$ cat config.mk
export PLATFORM = sky130hd
export DESIGN_NAME = paged_addr_unit
export DESIGN_NICKNAME = d
export VERILOG_FILES = /design/src/rtl/pam_pkg.sv /design/src/rtl/pam_page_regs.sv /design/src/rtl/pam_page_sel.sv /design/src/rtl/paged_addr_unit.sv
export SDC_FILE = /design/constraint.sdc
export NUM_CORES = 1
export LEC_CHECK = 0
export CAP_MARGIN = 30
export CORE_MARGIN = 2
export CORE_UTILIZATION = 45
export DETAILED_ROUTE_END_ITERATION = 16
export PLACE_DENSITY = 0.78
export SLEW_MARGIN = 20
export SYNTH_ARGS = -nofsm -noshare
export SYNTH_HDL_FRONTEND = slang
export SYNTH_SLANG_ARGS = --single-unit
$ cat constraint.sdc
create_clock -name clk -period 1.7 [get_ports clk]
set_clock_uncertainty 0.2 [all_clocks]
set_input_delay 0.17 -clock clk [delete_from_list [all_inputs] [get_ports clk]]
set_output_delay 0.17 -clock clk [all_outputs]
set_load 0.1 [all_outputs]
$ cat src/rtl/pam_pkg.sv
package pam_pkg;

  typedef enum logic [1:0] {
    PM_FLAT   = 2'd0,
    PM_STKIDX = 2'd1,
    PM_CURIDX = 2'd2,
    PM_CURSTK = 2'd3
  } pmode_e;

  typedef enum logic [2:0] {
    AC_DIRECT = 3'd0,
    AC_INDEX  = 3'd1,
    AC_STACK  = 3'd2,
    AC_MVRD   = 3'd3,
    AC_MVWR   = 3'd4
  } acc_e;

  localparam int REG_CUR  = 0;
  localparam int REG_STK  = 1;
  localparam int REG_IDX  = 2;
  localparam int REG_MVRD = 3;
  localparam int REG_MVWR = 4;
  localparam int NUM_PREGS = 5;

endpackage

$ cat src/rtl/pam_page_regs.sv
module pam_page_regs #(
  parameter int PAGE_W   = 3,
  parameter int NUM_REGS = 5,
  parameter int SEL_W    = 3
) (
  input  logic                       clk,
  input  logic                       rst,
  input  logic                       wr_en,
  input  logic [SEL_W-1:0]           wr_sel,
  input  logic [PAGE_W-1:0]          wr_data,
  input  logic [SEL_W-1:0]           rd_sel,
  output logic [PAGE_W-1:0]          rd_data,
  output logic [NUM_REGS*PAGE_W-1:0] pages
);

  logic [PAGE_W-1:0] pg_q [NUM_REGS];

  for (genvar i = 0; i < NUM_REGS; i++) begin : g_preg
    always_ff @(posedge clk) begin
      if (rst) begin
        pg_q[i] <= '0;
      end else if (wr_en && (int'(wr_sel) == i)) begin
        pg_q[i] <= wr_data;
      end
    end
    assign pages[i*PAGE_W +: PAGE_W] = pg_q[i];
  end

  always_ff @(posedge clk) begin
    if (rst) begin
      rd_data <= '0;
    end else if (int'(rd_sel) < NUM_REGS) begin
      rd_data <= pages[int'(rd_sel)*PAGE_W +: PAGE_W];
    end else begin
      rd_data <= '0;
    end
  end

endmodule

$ cat src/rtl/pam_page_sel.sv
module pam_page_sel
  import pam_pkg::*;
#(
  parameter int PAGE_W   = 3,
  parameter int NUM_REGS = 5
) (
  input  logic [NUM_REGS*PAGE_W-1:0] pages,
  input  logic [2:0]                 acc_type,
  input  logic [1:0]                 mode,
  input  logic                       irq_active,
  output logic [PAGE_W-1:0]          page
);

  logic [PAGE_W-1:0] cur_pg, stk_pg, idx_pg, mvr_pg, mvw_pg;
  pmode_e pm;
  acc_e   ac;

  assign cur_pg = pages[REG_CUR*PAGE_W  +: PAGE_W];
  assign stk_pg = pages[REG_STK*PAGE_W  +: PAGE_W];
  assign idx_pg = pages[REG_IDX*PAGE_W  +: PAGE_W];
  assign mvr_pg = pages[REG_MVRD*PAGE_W +: PAGE_W];
  assign mvw_pg = pages[REG_MVWR*PAGE_W +: PAGE_W];
  assign pm     = pmode_e'(mode);
  assign ac     = acc_e'(acc_type);

  always_comb begin
    page = '0;
    if (!irq_active && (pm != PM_FLAT)) begin
      case (ac)
        AC_DIRECT: page = (pm == PM_STKIDX) ? '0 : cur_pg;
        AC_INDEX:  page = (pm == PM_CURIDX) ? idx_pg : stk_pg;
        AC_STACK:  page = stk_pg;
        AC_MVRD:   page = mvr_pg;
        AC_MVWR:   page = mvw_pg;
        default:   page = '0;
      endcase
    end
  end

endmodule

$ cat src/rtl/paged_addr_unit.sv
module paged_addr_unit
  import pam_pkg::*;
#(
  parameter int PAGE_W = 3,
  parameter int OFS_W  = 8,
  parameter int SEL_W  = 3,
  localparam int ADDR_W = PAGE_W + OFS_W
) (
  input  logic              clk,
  input  logic              rst,
  input  logic              wr_en,
  input  logic [SEL_W-1:0]  wr_sel,
  input  logic [PAGE_W-1:0] wr_data,
  input  logic [SEL_W-1:0]  rd_sel,
  output logic [PAGE_W-1:0] rd_data,
  input  logic [2:0]        acc_type,
  input  logic [OFS_W-1:0]  offset,
  input  logic [1:0]        mode,
  input  logic              irq_active,
  output logic [ADDR_W-1:0] addr_o,
  output logic [ADDR_W-1:0] next_addr_o
);

  logic [NUM_PREGS*PAGE_W-1:0] pages;
  logic [PAGE_W-1:0]           sel_page;
  logic [OFS_W-1:0]            ofs_inc;

  pam_page_regs #(
    .PAGE_W  (PAGE_W),
    .NUM_REGS(NUM_PREGS),
    .SEL_W   (SEL_W)
  ) u_regs (
    .clk    (clk),
    .rst    (rst),
    .wr_en  (wr_en),
    .wr_sel (wr_sel),
    .wr_data(wr_data),
    .rd_sel (rd_sel),
    .rd_data(rd_data),
    .pages  (pages)
  );

  pam_page_sel #(
    .PAGE_W  (PAGE_W),
    .NUM_REGS(NUM_PREGS)
  ) u_sel (
    .pages     (pages),
    .acc_type  (acc_type),
    .mode      (mode),
    .irq_active(irq_active),
    .page      (sel_page)
  );

  // Post-increment stays within the page: only the offset field advances.
  assign ofs_inc = offset + OFS_W'(1);

  always_ff @(posedge clk) begin
    if (rst) begin
      addr_o      <= '0;
      next_addr_o <= '0;
    end else begin
      addr_o      <= {sel_page, offset};
      next_addr_o <= {sel_page, ofs_inc};
    end
  end

endmodule

; Word-level counts from Yosys, hierarchy flattened
; Memory sizes are Yosys's and may differ from the RTL's.
; Cells that the tools add are included.
[word_totals]
ff_bits = 25
latch_bits = 0
mem_bits_rw = 15
mem_bits_ro = 0
input_bits = 26
out_inout_bits = 25
mem_count = 1
[mem_list]
columns = name, depth, width, read_ports, rd_clocked_by_memory_dff, wr, line
row1 = u_regs.pg_q, 5, 3, 5, 0, 5, pam_page_regs.sv:16  ; logic [PAGE_W-1:0] pg_q [NUM_REGS];
[op_classes]
add_sub_neg = 1
mul = 1
div_mod_pow = 0
order_cmp = 1
n_eq_ne = 10
shift = 1
muxes = 26
bitwise_logic = 6
reduce_logical = 11
[op_table]
columns = op, count
row1 = $shiftx A15 B32 Y3, 1
row2 = $mux W3, 8
row3 = $mux W1, 17
row4 = $pmux W3 S5, 1
row5 = $eq A3 B3 Y1 const B, 4
row6 = $eq A3 B2 Y1 const B, 3
row7 = $add A8 B1 Y8 const B, 1
row8 = $logic_and A1 B1 Y1, 6
row9 = $logic_not A3 Y1, 2
row10 = $mul A3 B2 Y5 const B, 1
row11 = $or A1 B1 Y1, 5
row12 = $eq A3 B1 Y1 const B, 1
row13 = $lt A3 B3 Y1 const B, 1
row14 = $eq A2 B1 Y1 const B, 1
row15 = $eq A2 B2 Y1 const B, 1
row16 = $reduce_bool A2 Y1, 1
row17 = $reduce_or A2 Y1, 1
row18 = $logic_not A1 Y1, 1
row19 = $not A1 Y1, 1

; Depth between registers and ports, before layout
; Gate-level depths: netlist of run 1.
[logic_depth]
ltp_word = 6
depth_mapped = 5
ltp_nobuf = 5

; Cells and area by module
; From an unflattened synthesis of run 1, not the netlist that was laid out.
[unflattened]
hier_cells = 156
hier_area_um2 = 1702.9
[modules_own_cells]
columns = module, instances, cells_each, area_each_um2, seq_area_each_um2
row1 = pam_page_regs, 1, 66, 865.8, 510.5
row2 = paged_addr_unit, 1, 58, 616.8, 380.4
row3 = pam_page_sel, 1, 32, 220.2, 0.0

; Least setup slack after synthesis of run 1
; No wires, ideal clock.
[synth_timing]
path_kind = reg2out
startpoint = register next_addr_o[10]
endpoint = output port next_addr_o[10]
arrival_time_ps = 1356
required_time_ps = 1330
slack_ps = -26
path_stages_with_launch = 2
path_buffers = 1
path_cell_list = dfxtp_1 -> buf_4
[synth_rtl]
columns = element, line
row1 = from (decl), paged_addr_unit.sv:21  ; output logic [ADDR_W-1:0] next_addr_o
row2 = from (signal assigned), paged_addr_unit.sv:63  ; next_addr_o <= {sel_page, ofs_inc};
; No word-level cell between the ends.

; Final worst setup path of run 1
[layout_timing]
startpoint = input port mode[1]
endpoint = register addr_o[9]
[layout_via]
elab_chain_cells = 4
elab_cells_between_ends = 8
[layout_lines]
columns = element, line
row1 = from (decl), paged_addr_unit.sv:18  ; input logic [1:0] mode,
row2 = $eq A2 B2 Y1 / $eq A2 B1 Y1 (equally long branches), "pam_page_sel.sv:31, pam_page_sel.sv:30"
row3 = "$mux W3, on equally long branches", "pam_page_sel.sv:31, pam_page_sel.sv:30"
row4 = $pmux W3 S5, pam_page_sel.sv:29  ; case (ac)
row5 = $mux W3 *, pam_page_sel.sv:28  ; if (!irq_active && (pm != PM_FLAT)) begin
row6 = to (signal assigned), paged_addr_unit.sv:62  ; addr_o <= {sel_page, offset};
row7 = to (decl), paged_addr_unit.sv:20  ; output logic [ADDR_W-1:0] addr_o,
; Every way passes the cells marked *; elsewhere a longest branch is shown, timed or not.
; A chain may end at the register's enable or synchronous reset.

==> results of run 1 <==
## layout make-up
cell class / count / area [um^2]
Sequential cell: 37 / 895
Multi-Input combinational cell: 95 / 672
Clock buffer: 8 / 58.8
Fill cell: 229 / 875
Inverter: 3 / 11.3
Timing Repair Buffer: 59 / 821
Tap cell: 46 / 57.6
## per-layer routing
layer | routed length [um] | vias up | part of all wire [%] | global-route usage, %
li1 | - | 621 | - | -
met4 | 152 | 0 | 4.0 | 13.9
met2 | 1930 | 54 | 50 | 34.1
met3 | 198 | 15 | 5.2 | 4.46
met1 | 1540 | 610 | 40 | 23.3
met5 | 0 | - | 0 | 0
## synth_stat cells, drive strengths merged
| library cell | n |
|---|---|
| nor2b | 12 |
| edfxtp | 15 |
| buf | 3 |
| nand2 | 2 |
| a21o | 1 |
| a32o | 3 |
| nand3 | 6 |
| nor3b | 1 |
| a31o | 3 |
| a2111oi | 1 |
| and2 | 15 |
| mux4 | 3 |
| xnor2 | 3 |
| a21oi | 4 |
| clkbuf | 3 |
| or3 | 1 |
| o21ai | 2 |
| and3 | 1 |
| o211ai | 1 |
| nor2 | 14 |
| mux2 | 6 |
| inv | 3 |
| dfxtp | 22 |
| nor3 | 5 |
| ha | 1 |
| nand2b | 5 |
| xor2 | 2 |
| a221oi | 3 |
## cell families after synthesis
kind of cell,after synthesis
AO/OA/AOI/OAI,18
XOR/XNOR,5
adder cells (fa/ha/maj),1
buffers and inverters,9
flip-flops,37
multiplexers,9
AND/OR/NAND/NOR,62
## through the flow
stage	setup WS, ps	utilization (%)	TNS [ps]	total power [mW]
finish	83.7	74.2	0	2.07
detailed placement	-353	72.3	-1100	1.61
floorplan	283	-	0	1.34
CTS	2.23	74.0	0	2.08
global route	40.5	74.2	0	2.14
global placement	-232	72.3	-744	1.60
## registers in the layout (all words and copies together) (netlist names)
register        count
addr_o             10
next_addr_o         9
u_regs.pg_q        15
u_regs.rd_data      3
## power by group
part / internal, mW / switching [mW] / total (mW)
combinational: 0.241 / 0.333 / 0.574
sequential: 0.977 / 0.0428 / 1.02
clock: 0.204 / 0.267 / 0.471
total: 1.42 / 0.643 / 2.07
## worst max path at each step
stage | from | end | slack [ps]
floorplan | u_regs.pg_q[1][0]$_SDFFCE_PN0P_ | addr_o[8]$_SDFF_PP0_ | 280
global placement | mode[1] | addr_o[9]$_SDFF_PP0_ | -230
detailed placement | mode[1] | addr_o[9]$_SDFF_PP0_ | -350
CTS | mode[1] | addr_o[9]$_SDFF_PP0_ | 2
global route | mode[1] | addr_o[9]$_SDFF_PP0_ | 40
finish | mode[1] | addr_o[9]$_SDFF_PP0_ | 80
==> flow_summary_export.csv, run 1 <==
group,metric,value,unit
cells_and_area,layout_common_cells,"buf_12 (25), clkdlybuf4s50_1 (24), dfxtp_1 (19)",
synthesis,synthXorXnorAreaFrac,2.73,%
synthesis,synth_top_family_by_area,"simple AND/OR/NAND/NOR gates",
synthesis,yosysTopAreaCell,"edfxtp_1",
worst_hold_path,hold_end,"addr_o[7]$_SDFF_PP0_",
die,rows,21,
synthesis,synth-seq-cells,37,
clock_tree,insertion_delay,340,ps
clock_tree,cts-htree-levels,2,
critical_path,cp.depth,5,
cells_and_area,finish.instance_area,2510,um^2
die,initial_core_util,47.4,%
critical_path,cp-start-kind,"primary input",
synthesis,synth-compound-area-share,8.89,%
clock_tree,cts_buffers,5,
synthesis,synthMuxAreaShare,8.42,%
routing,dr.first_iter.drc_count,49,
placed_design,placedInstanceArea,2450,um^2
worst_hold_path,hp-class,"primary input to register",
routing,first_pass_iters,4,
synthesis,synthSimpleGateAreaFrac,20.9,%
timing,setup_viol,0,
die,dieArea,4060,um^2
power_and_ir_drop,p_leak,0.969,nW
grt,grt_overflow,0,
routing,routed_wl,3820,um
critical_path,cpMaxStageDelayCell,"clkdlybuf4s50_1",
die,core,3390,um^2
timing,tightest_slew,426,ps
critical_path,max_stage_delay,500,ps
outcome,status,"finished, final reports clean",
cells_and_area,area_growth,56.7,%
die,die_h,63.7,um
grt,grt_pass1_wl,6070,um
placed_design,dp_cells,240,
grt,grt_pass1_vias,1296,
grt,grt_max_degree,17,
routing,drc,0,
synthesis,synth_top_cell_area_share,28.1,%
placed_design,dp_hpwl,3060,um
critical_path,r2r_slack,100,ps
critical_path,cp.arrival,1650,ps
critical_path,cp.required,1730,ps
critical_path,rr_endpoint,"addr_o[9]$_SDFF_PP0_",
cells_and_area,fin_cells,248,
routing,vias_per_cell,5.24,
clock_tree,postCtsSetupRepairBufs,0,
critical_path,crit_fanout,3,
synthesis,synthAdderAreaFrac,0.779,%
cells_and_area,n_antenna_cell,0,
clock_tree,cts_buffer_depth,2,
timing,fmax,0.619,GHz
critical_path,cpLargestDelayFamily,"buffers and inverters",
timing,whs,242,ps
clock_tree,cts_sinks,37,
timing,layout_min_cycle_time,1620,ps
routing,wl_per_cell,15.4,um
critical_path,worst-r2r-cell-count,4,
clock_tree,clk_pin_slew,110,ps
flow_run,drv_cap,0,
grt,antenna_found_initial,0,
cells_and_area,layout-drive-gt1-share,26.2,%
critical_path,timing.rr.start,"u_regs.pg_q[1][1]$_SDFFCE_PN0P_",
synthesis,synth.avg_cell_area,11.4,um^2
placed_design,port-buffer-count,50,
critical_path,path_cells,"clkdlybuf4s50_1 > nor2b_2 > mux2_1 > a221oi_1 > nor2_1",
clock_tree,cts_tree,"done",
cells_and_area,final_common_cell,"buf_12",
die,die_x,63.7,um
synthesis,postSynthCellCount,141,
critical_path,worst-setup-path-type,"primary input to register",
synthesis,ys_warn_count,0,
clock_tree,hold_buffers,0,
synthesis,synthesis.nets,168,
placed_design,globalplace.congestion,0.891,
timing,fin_crit_sh,95.1,%
critical_path,end_kind,"register",
critical_path,critPathBufInv,1,
timing,slew_violations,0,
worst_hold_path,worstHoldStart,"offset[7]",
synthesis,synthTopCellsByArea,"edfxtp_1 (28%), dfxtp_1 (27%), and2_1 (5.8%), nor2b_1 (4.7%), mux4_2 (4.2%)",
clock_tree,cts_resized,0,
synthesis,syn_area,1610,um^2
power_and_ir_drop,p_per_area,821,nW/um^2
routing,ant_nets,0,
synthesis,seq_area_frac_synth,55.5,%
cells_and_area,nNetsFinal,228,
timing,relSlewSlack,71.5,%
worst_hold_path,whs_path_depth,2,
synthesis,synth.distinct_cells,29,
die,io_pins,51,
power_and_ir_drop,irDropWorstVdd,0.000497,V
grt,grt_usage,20.4,%
timing,rsz0062_at_grt,"no",
clock_tree,cts_root_buf,"clkbuf_4",
routing,vias,1300,
timing,hold_viol,0,
Note: power is estimated with default switching activity, not from simulation.
==> run 2, diff against run 1 <==
==> constraint.sdc (replaced) <==
create_clock -name clk -period 1.7 [get_ports clk]
set_clock_uncertainty 0.2 [all_clocks]
set_input_delay 0.34 -clock clk [delete_from_list [all_inputs] [get_ports clk]]
set_output_delay 0.34 -clock clk [all_outputs]
set_load 0.1 [all_outputs]
==> run 2 against run 1 <==
  * The run now ends with negative setup slack left
  * Non-clock buffer count grew 3
  * Die area is the same
  * Core utilization grew 2.9 points
  * Sequential power is essentially flat
  * Sequential cell count is the same
  * Largest power group unchanged
  * Critical path depth is the same
  * Critical path type unchanged
  * Highest routed layer unchanged
==> flow_summary_export.csv, run 2 (synthesis gave the netlist of run 1 again) <==
group,metric,value,unit
clock_tree,cts_buffers,5,
clock_tree,cts_tree,"done",
cells_and_area,largest_register_ffs,15,
cells_and_area,largestRegisters,"u_regs.pg_q (15), addr_o (10), next_addr_o (9)",
die,core,3390,um^2
timing,fmax,0.579,GHz
timing,whs,238,ps
clock_tree,clk_pin_slew,110,ps
critical_path,cp-start-kind,"primary input",
placed_design,place_ws,-588,ps
clock_tree,cts_root_buf,"clkbuf_4",
critical_path,cp.required,1720,ps
critical_path,end_kind,"register",
flow_run,drv_cap,0,
routing,routed_wl,4150,um
cells_and_area,nNetsFinal,231,
timing,setup_viol,1,
cells_and_area,seq_area,895,um^2
critical_path,rr_endpoint,"addr_o[8]$_SDFF_PP0_",
critical_path,timing.rr.start,"u_regs.pg_q[1][0]$_SDFFCE_PN0P_",
critical_path,worst-r2r-cell-count,4,
clock_tree,cts-htree-levels,2,
timing,tns,-27.8,ps
grt,antenna_found_initial,0,
placed_design,dp_hpwl,3220,um
cells_and_area,n_antenna_cell,0,
routing,ant_nets,0,
cells_and_area,finish.instance_area,2610,um^2
die,die_h,63.7,um
placed_design,port-buffer-count,50,
clock_tree,cts_buffer_depth,2,
power_and_ir_drop,p_per_area,883,nW/um^2
cells_and_area,multi_input_area,711,um^2
critical_path,worst-setup-path-type,"primary input to register",
die,rows,21,
cells_and_area,layout_common_cells,"buf_12 (25), clkdlybuf4s50_1 (23), dfxtp_1 (19)",
power_and_ir_drop,irDropWorstVdd,0.000592,V
die,initial_core_util,47.4,%
cells_and_area,area_growth,62.8,%
timing,relSlewSlack,74.3,%
routing,vias_per_cell,5.45,
timing,hold_viol,0,
timing,finalWorstSetupSlack,-27.8,ps
timing,slew_violations,0,
cells_and_area,n_fill_cell,202,
outcome,violations,"negative setup slack",
timing,tightest_slew,385,ps
routing,drc,0,
critical_path,crit_fanout,3,
die,io_pins,51,
routing,first_pass_iters,4,
routing,wl_per_cell,16.5,um
critical_path,startpoint,"mode[0]",
die,dieArea,4060,um^2
grt,grt_overflow,0,
worst_hold_path,hp-class,"primary input to register",
placed_design,globalplace.congestion,0.915,
clock_tree,cts_sinks,37,
worst_hold_path,worstHoldStart,"mode[1]",
cells_and_area,layout-drive-gt1-share,30.2,%
timing,fin_crit_sh,102,%
outcome,status,"finished, violations left",
cells_and_area,final_common_cell,"buf_12",
routing,dr.first_iter.drc_count,47,
clock_tree,hold_buffers,0,
grt,grt_usage,21.6,%
cells_and_area,top_register,"u_regs.pg_q",
grt,grt_max_degree,17,
die,die_x,63.7,um
power_and_ir_drop,p_leak,1.02,nW
worst_hold_path,hold_end,"next_addr_o[10]$_SDFF_PP0_",
routing,vias,1369,
grt,grt_pass1_vias,1380,
critical_path,cp.arrival,1750,ps
placed_design,placedInstanceArea,2470,um^2
grt,grt_pass1_wl,6440,um
clock_tree,insertion_delay,340,ps
critical_path,r2r_slack,80,ps
worst_hold_path,whs_path_depth,3,
timing,layout_min_cycle_time,1730,ps
-- run 2: cell count changes in the layout (fill, tap and decap cells not counted), moves of 2 or more --
cell | previous run | this run
a221oi_1 | 3 | 1
a221oi_2 | 0 | 2
buf_4 | 9 | 12
clkbuf_1 | 2 | 0
-- run 2: per-layer routing --
metal	up-vias	routed length, um	global-route usage [%]
met4	0	292	14.4
met2	87	2090	36.8
met3	25	296	6.61
met5	-	0	0
li1	622	-	-
met1	635	1470	22.6
-- run 2: layout make-up --
| type | instances | share of cell area, % |
|---|---|---|
| multi-input combinational | 95 | 27.2 |
| inverter | 3 | 0.431 |
| sequential | 37 | 34.2 |
| timing repair buffer | 62 | 32.2 |
| tap | 46 | 2.20 |
| clock inverter | 2 | 1.34 |
| clock buffer | 6 | 2.39 |
-- run 2: report_power, final --
| group | total (mW) | switching [mW] | internal [mW] | leakage [nW] |
|---|---|---|---|---|
| clock | 0.690 | 0.294 | 0.396 | 0.0534 |
| combinational | 0.596 | 0.345 | 0.250 | 0.638 |
| sequential | 1.02 | 0.0456 | 0.977 | 0.329 |
-- run 2: stage by stage --
stage / util (%) / std cells / total power [mW]
finish: 77.1 / 251 / 2.31
floorplan: - / 141 / 1.34
detailed placement: 73.0 / 243 / 1.62
global placement: 73.0 / 243 / 1.60
CTS: 76.3 / 251 / 2.31
global route: 77.1 / 251 / 2.37
-- run 2: timing repair --
action / in CTS / in global routing
resized for setup: 6 / 4
setup buffers: 0 / 0
endpoints found under the setup margin: 3 / 4
pin swaps: 0 / 1
-- run 2: worst max path at each step --
stage,to,slack [ps],depth (start not counted)
4_1_cts,addr_o[9]$_SDFF_PP0_,10,5
6_report,addr_o[8]$_SDFF_PP0_,-30,5
2_1_floorplan,next_addr_o[10],140,1
3_5_place_dp,addr_o[9]$_SDFF_PP0_,-590,5
5_1_grt,addr_o[8]$_SDFF_PP0_,-30,5
3_3_place_gp,addr_o[9]$_SDFF_PP0_,-410,5
-- run 2: worst max-delay path: stages --
cell and delay [ps]:
clkdlybuf4s50_1 470, nor2b_4 190, mux2_2 360, a221oi_2 280, nor2_1 110
==> run 3, diff against run 2 <==
--- a/config.mk
+++ b/config.mk
@@ -7,10 +7,13 @@
 export LEC_CHECK = 0
 export CAP_MARGIN = 30
 export CORE_MARGIN = 2
-export CORE_UTILIZATION = 45
+export CORE_UTILIZATION = 61
 export DETAILED_ROUTE_END_ITERATION = 16
-export PLACE_DENSITY = 0.78
+export DONT_BUFFER_PORTS = 1
+export PLACE_DENSITY = 0.77
+export REMOVE_ABC_BUFFERS = 1
 export SLEW_MARGIN = 20
 export SYNTH_ARGS = -nofsm -noshare
 export SYNTH_HDL_FRONTEND = slang
+export SYNTH_HIERARCHICAL = 1
 export SYNTH_SLANG_ARGS = --single-unit
==> run 3 against run 2 <==
  * The run now ends clean
  * Sequential cell count stayed put
  * Hold slack lost 220 ps
  * Maximum frequency is 12% higher
  * Clock-buffer cell count increased by 1
  * Critical path depth down 1
  * Synthesized cell count rose by 11%
  * Sequential power barely moved
  * Final area decreased by 20%
  * Register-to-register slack better by 220 ps
  * Wire length is 14% lower
  * Sequential share of layout area grew 8.4 points
  * Critical path type unchanged
  * Largest cell class unchanged
  * Highest routed layer unchanged
==> flow_summary_export.csv, run 3 <==
group,metric,value,unit
outcome,status,"finished, final reports clean",
timing,relSlewSlack,58.7,%
cells_and_area,fin_cells,224,
timing,hold_viol,0,
cells_and_area,seq_area,895,um^2
die,die_x,56.8,um
critical_path,cp-start-kind,"primary input",
synthesis,yosysTopAreaCell,"edfxtp_1",
power_and_ir_drop,irDropWorstVdd,0.000811,V
power_and_ir_drop,clkPwrFrac,25.0,%
die,rows,19,
placed_design,dp_cells,203,
clock_tree,cts_buffers,5,
power_and_ir_drop,p_comb_share,22.9,%
critical_path,critPathCapture,"next_addr_o[7]$_SDFF_PP0_",
cells_and_area,layout-drive-gt1-share,25.4,%
clock_tree,insertion_delay,340,ps
critical_path,timing.rr.start,"u_regs/pg_q[1][1]$_SDFFCE_PN0P_",
grt,grt_max_degree,19,
synthesis,synth-edff-count,15,
synthesis,seq_area_frac_synth,52.3,%
timing,setup_viol,0,
clock_tree,cts_root_buf,"clkbuf_4",
die,io_pins,51,
timing,fmax,0.648,GHz
clock_tree,cts-htree-levels,2,
critical_path,path_cells,"dlygate4sd3_1 > inv_1 > nor3_1 > mux2_1",
placed_design,placedInstanceArea,1900,um^2
critical_path,end_kind,"register",
critical_path,r2r_slack,300,ps
critical_path,worst-r2r-cell-count,5,
placed_design,port-buffer-count,0,
power_and_ir_drop,internal_power,1.31,mW
cells_and_area,utilization,77.4,%
synthesis,synthArstFlopShare,0,%
clock_tree,clk_pin_slew,100,ps
synthesis,synth-seq-cells,37,
grt,grt_pass1_vias,1301,
routing,vias_per_cell,5.69,
synthesis,ys_warn_count,6,
grt,grt_usage,23.7,%
placed_design,place_ws,224,ps
critical_path,cpMaxStageDelayCell,"dlygate4sd3_1",
synthesis,syn_area,1700,um^2
power_and_ir_drop,p_seq_share,52.1,%
cells_and_area,top_register,"u_regs/pg_q",
placed_design,globalplace.congestion,0.867,
synthesis,ys.flop_type,"dfxtp_1",
clock_tree,cts_tree,"done",
timing,finalWorstSetupSlack,158,ps
clock_tree,cts_sinks,37,
worst_hold_path,hp-class,"primary input to register",
cells_and_area,n_fill_cell,181,
clock_tree,postCtsSetupRepairBufs,0,
placed_design,dp_hpwl,2510,um
critical_path,worst-setup-path-type,"primary input to register",
timing,fin_crit_sh,90.7,%
cells_and_area,finish.instance_area,2100,um^2
power_and_ir_drop,p_leak,0.843,nW
routing,vias,1274,
timing,whs,15.3,ps
die,dieArea,3230,um^2
routing,ant_nets,0,
timing,tightest_slew,620,ps
routing,first_pass_iters,4,
routing,routed_wl,3590,um
grt,grt_pass1_wl,5780,um
synthesis,synth_top_cell_area_share,26.5,%
synthesis,synthTopCellsByCount,"dfxtp_1 (22), and2_1 (15), edfxtp_1 (15), nor2_1 (14), nor2b_1 (12)",
critical_path,cp.arrival,1570,ps
critical_path,cp.required,1730,ps
power_and_ir_drop,power_switching,617,uW
cells_and_area,largestRegisters,"u_regs/pg_q (15), addr_o (11), next_addr_o (8)",
worst_hold_path,worstHoldStart,"wr_data[0]",
flow_run,drv_cap,0,
cells_and_area,n_antenna_cell,0,
synthesis,synthTopCellsByArea,"edfxtp_1 (26%), dfxtp_1 (26%), and2_1 (5.5%), nor2b_1 (4.4%), mux2i_1 (3.5%)",
die,initial_core_util,62.8,%
die,core,2710,um^2
power_and_ir_drop,swShare,32.1,%
critical_path,startpoint,"offset[6]",
synthesis,postSynthCellCount,156,
die,die_h,56.8,um
critical_path,rr_endpoint,"addr_o[9]$_SDFF_PP0_",
cells_and_area,multi_input_area,748,um^2
timing,rsz0062_at_grt,"no",
cells_and_area,area_growth,23.1,%
synthesis,synth.distinct_cells,35,
grt,grt_overflow,0,
synthesis,yosys.cell_count.top_type,"dfxtp_1",
cells_and_area,largest_register_ffs,15,
timing,layout_min_cycle_time,1540,ps
cells_and_area,nNetsFinal,219,
cells_and_area,layout_common_cells,"dfxtp_1 (19), buf_4 (19), and2_1 (15), edfxtp_1 (15), nor2_1 (14)",
power_and_ir_drop,p_per_area,917,nW/um^2
synthesis,synth.avg_cell_area,10.9,um^2
routing,drc,0,
routing,wl_per_cell,16.0,um
grt,antenna_found_initial,0,
critical_path,crit_fanout,3,
critical_path,max_stage_delay,560,ps
clock_tree,cts_buffer_depth,2,
timing,slew_violations,0,
routing,dr.first_iter.drc_count,31,
run 3: cell types whose count changed after synthesis, moves of 4 or more:
cell	change
nand2_1	+8
a31oi_1	+6
mux2i_1	+6
nand3_1	-4
nor3_1	-4
nor3_2	+4
run 3: how the worst min path moves through the flow:
stage | endpoint | slack [ps] | cells past startpoint
global route | u_regs/pg_q[0][0]$_SDFFCE_PN0P_ | 7 | 1
floorplan | addr_o[6]$_SDFF_PP0_ | 210 | 1
finish | u_regs/pg_q[4][0]$_SDFFCE_PN0P_ | 20 | 1
global placement | addr_o[10]$_SDFF_PP0_ | 210 | 1
detailed placement | addr_o[6]$_SDFF_PP0_ | 210 | 1
CTS | u_regs/pg_q[2][0]$_SDFFCE_PN0P_ | 0.4 | 1
run 3: layout make-up:
class / instances / share of cell area (%)
flip-flops and latches: 37 / 42.7
multi-input cells: 108 / 35.7
repair buffers: 35 / 16.0
clock buffers: 7 / 2.63
well taps: 31 / 1.85
inverters: 5 / 0.895
clock inverters: 1 / 0.298
run 3: metal layers:
metal  share of wire (%)  track usage (%)
met1                  39             28.0
met5                   0                0
met4                 1.8             11.0
met3                 6.2             6.22
met2                  53             40.2
run 3: kinds of logic (layout without fill, tap and decap cells):
logic type               count (synthesis)  in the layout  share of synthesized area (%)
AO/OA/AOI/OAI                           23             23                           10.3
adder cells (fa/ha/maj)                  1              1                          0.735
AND/OR/NAND/NOR                         68             68                           23.2
XOR/XNOR                                 3              3                           1.54
flip-flops                              37             37                           52.3
buffers and inverters                   11             48                           3.75
multiplexers                            13             13                           8.16
run 3: per-stage QoR:
step	setup TNS, ps	total power, mW
2_1_floorplan	-2360	1.34
3_3_place_gp	0	1.42
3_5_place_dp	0	1.42
4_1_cts	0	1.93
5_1_grt	0	1.99
6_report	0	1.92
run 3: timing repair:
item / 4_1_cts / 5_1_grt
hold buffers: 12 / 1
resized for setup: 0 / 1
hold endpoints to repair: 28 / 1
setup endpoints to repair: 0 / 2
run 3: critical path, delay by kind of cell:
kind / cells / cell delay [ps]
simple gates: 1 / 260
buf+inv: 2 / 620
mux: 1 / 350
run 3: power groups by stage:
| stage | clock network (mW) | logic [mW] | registers (mW) |
|---|---|---|---|
| floorplan | 0 | 0.104 | 1.24 |
| global placement | 0 | 0.393 | 1.02 |
| CTS | 0.494 | 0.435 | 1.00 |
| finish | 0.481 | 0.440 | 1.00 |
| detailed placement | 0 | 0.400 | 1.02 |
| global route | 0.523 | 0.457 | 1.01 |
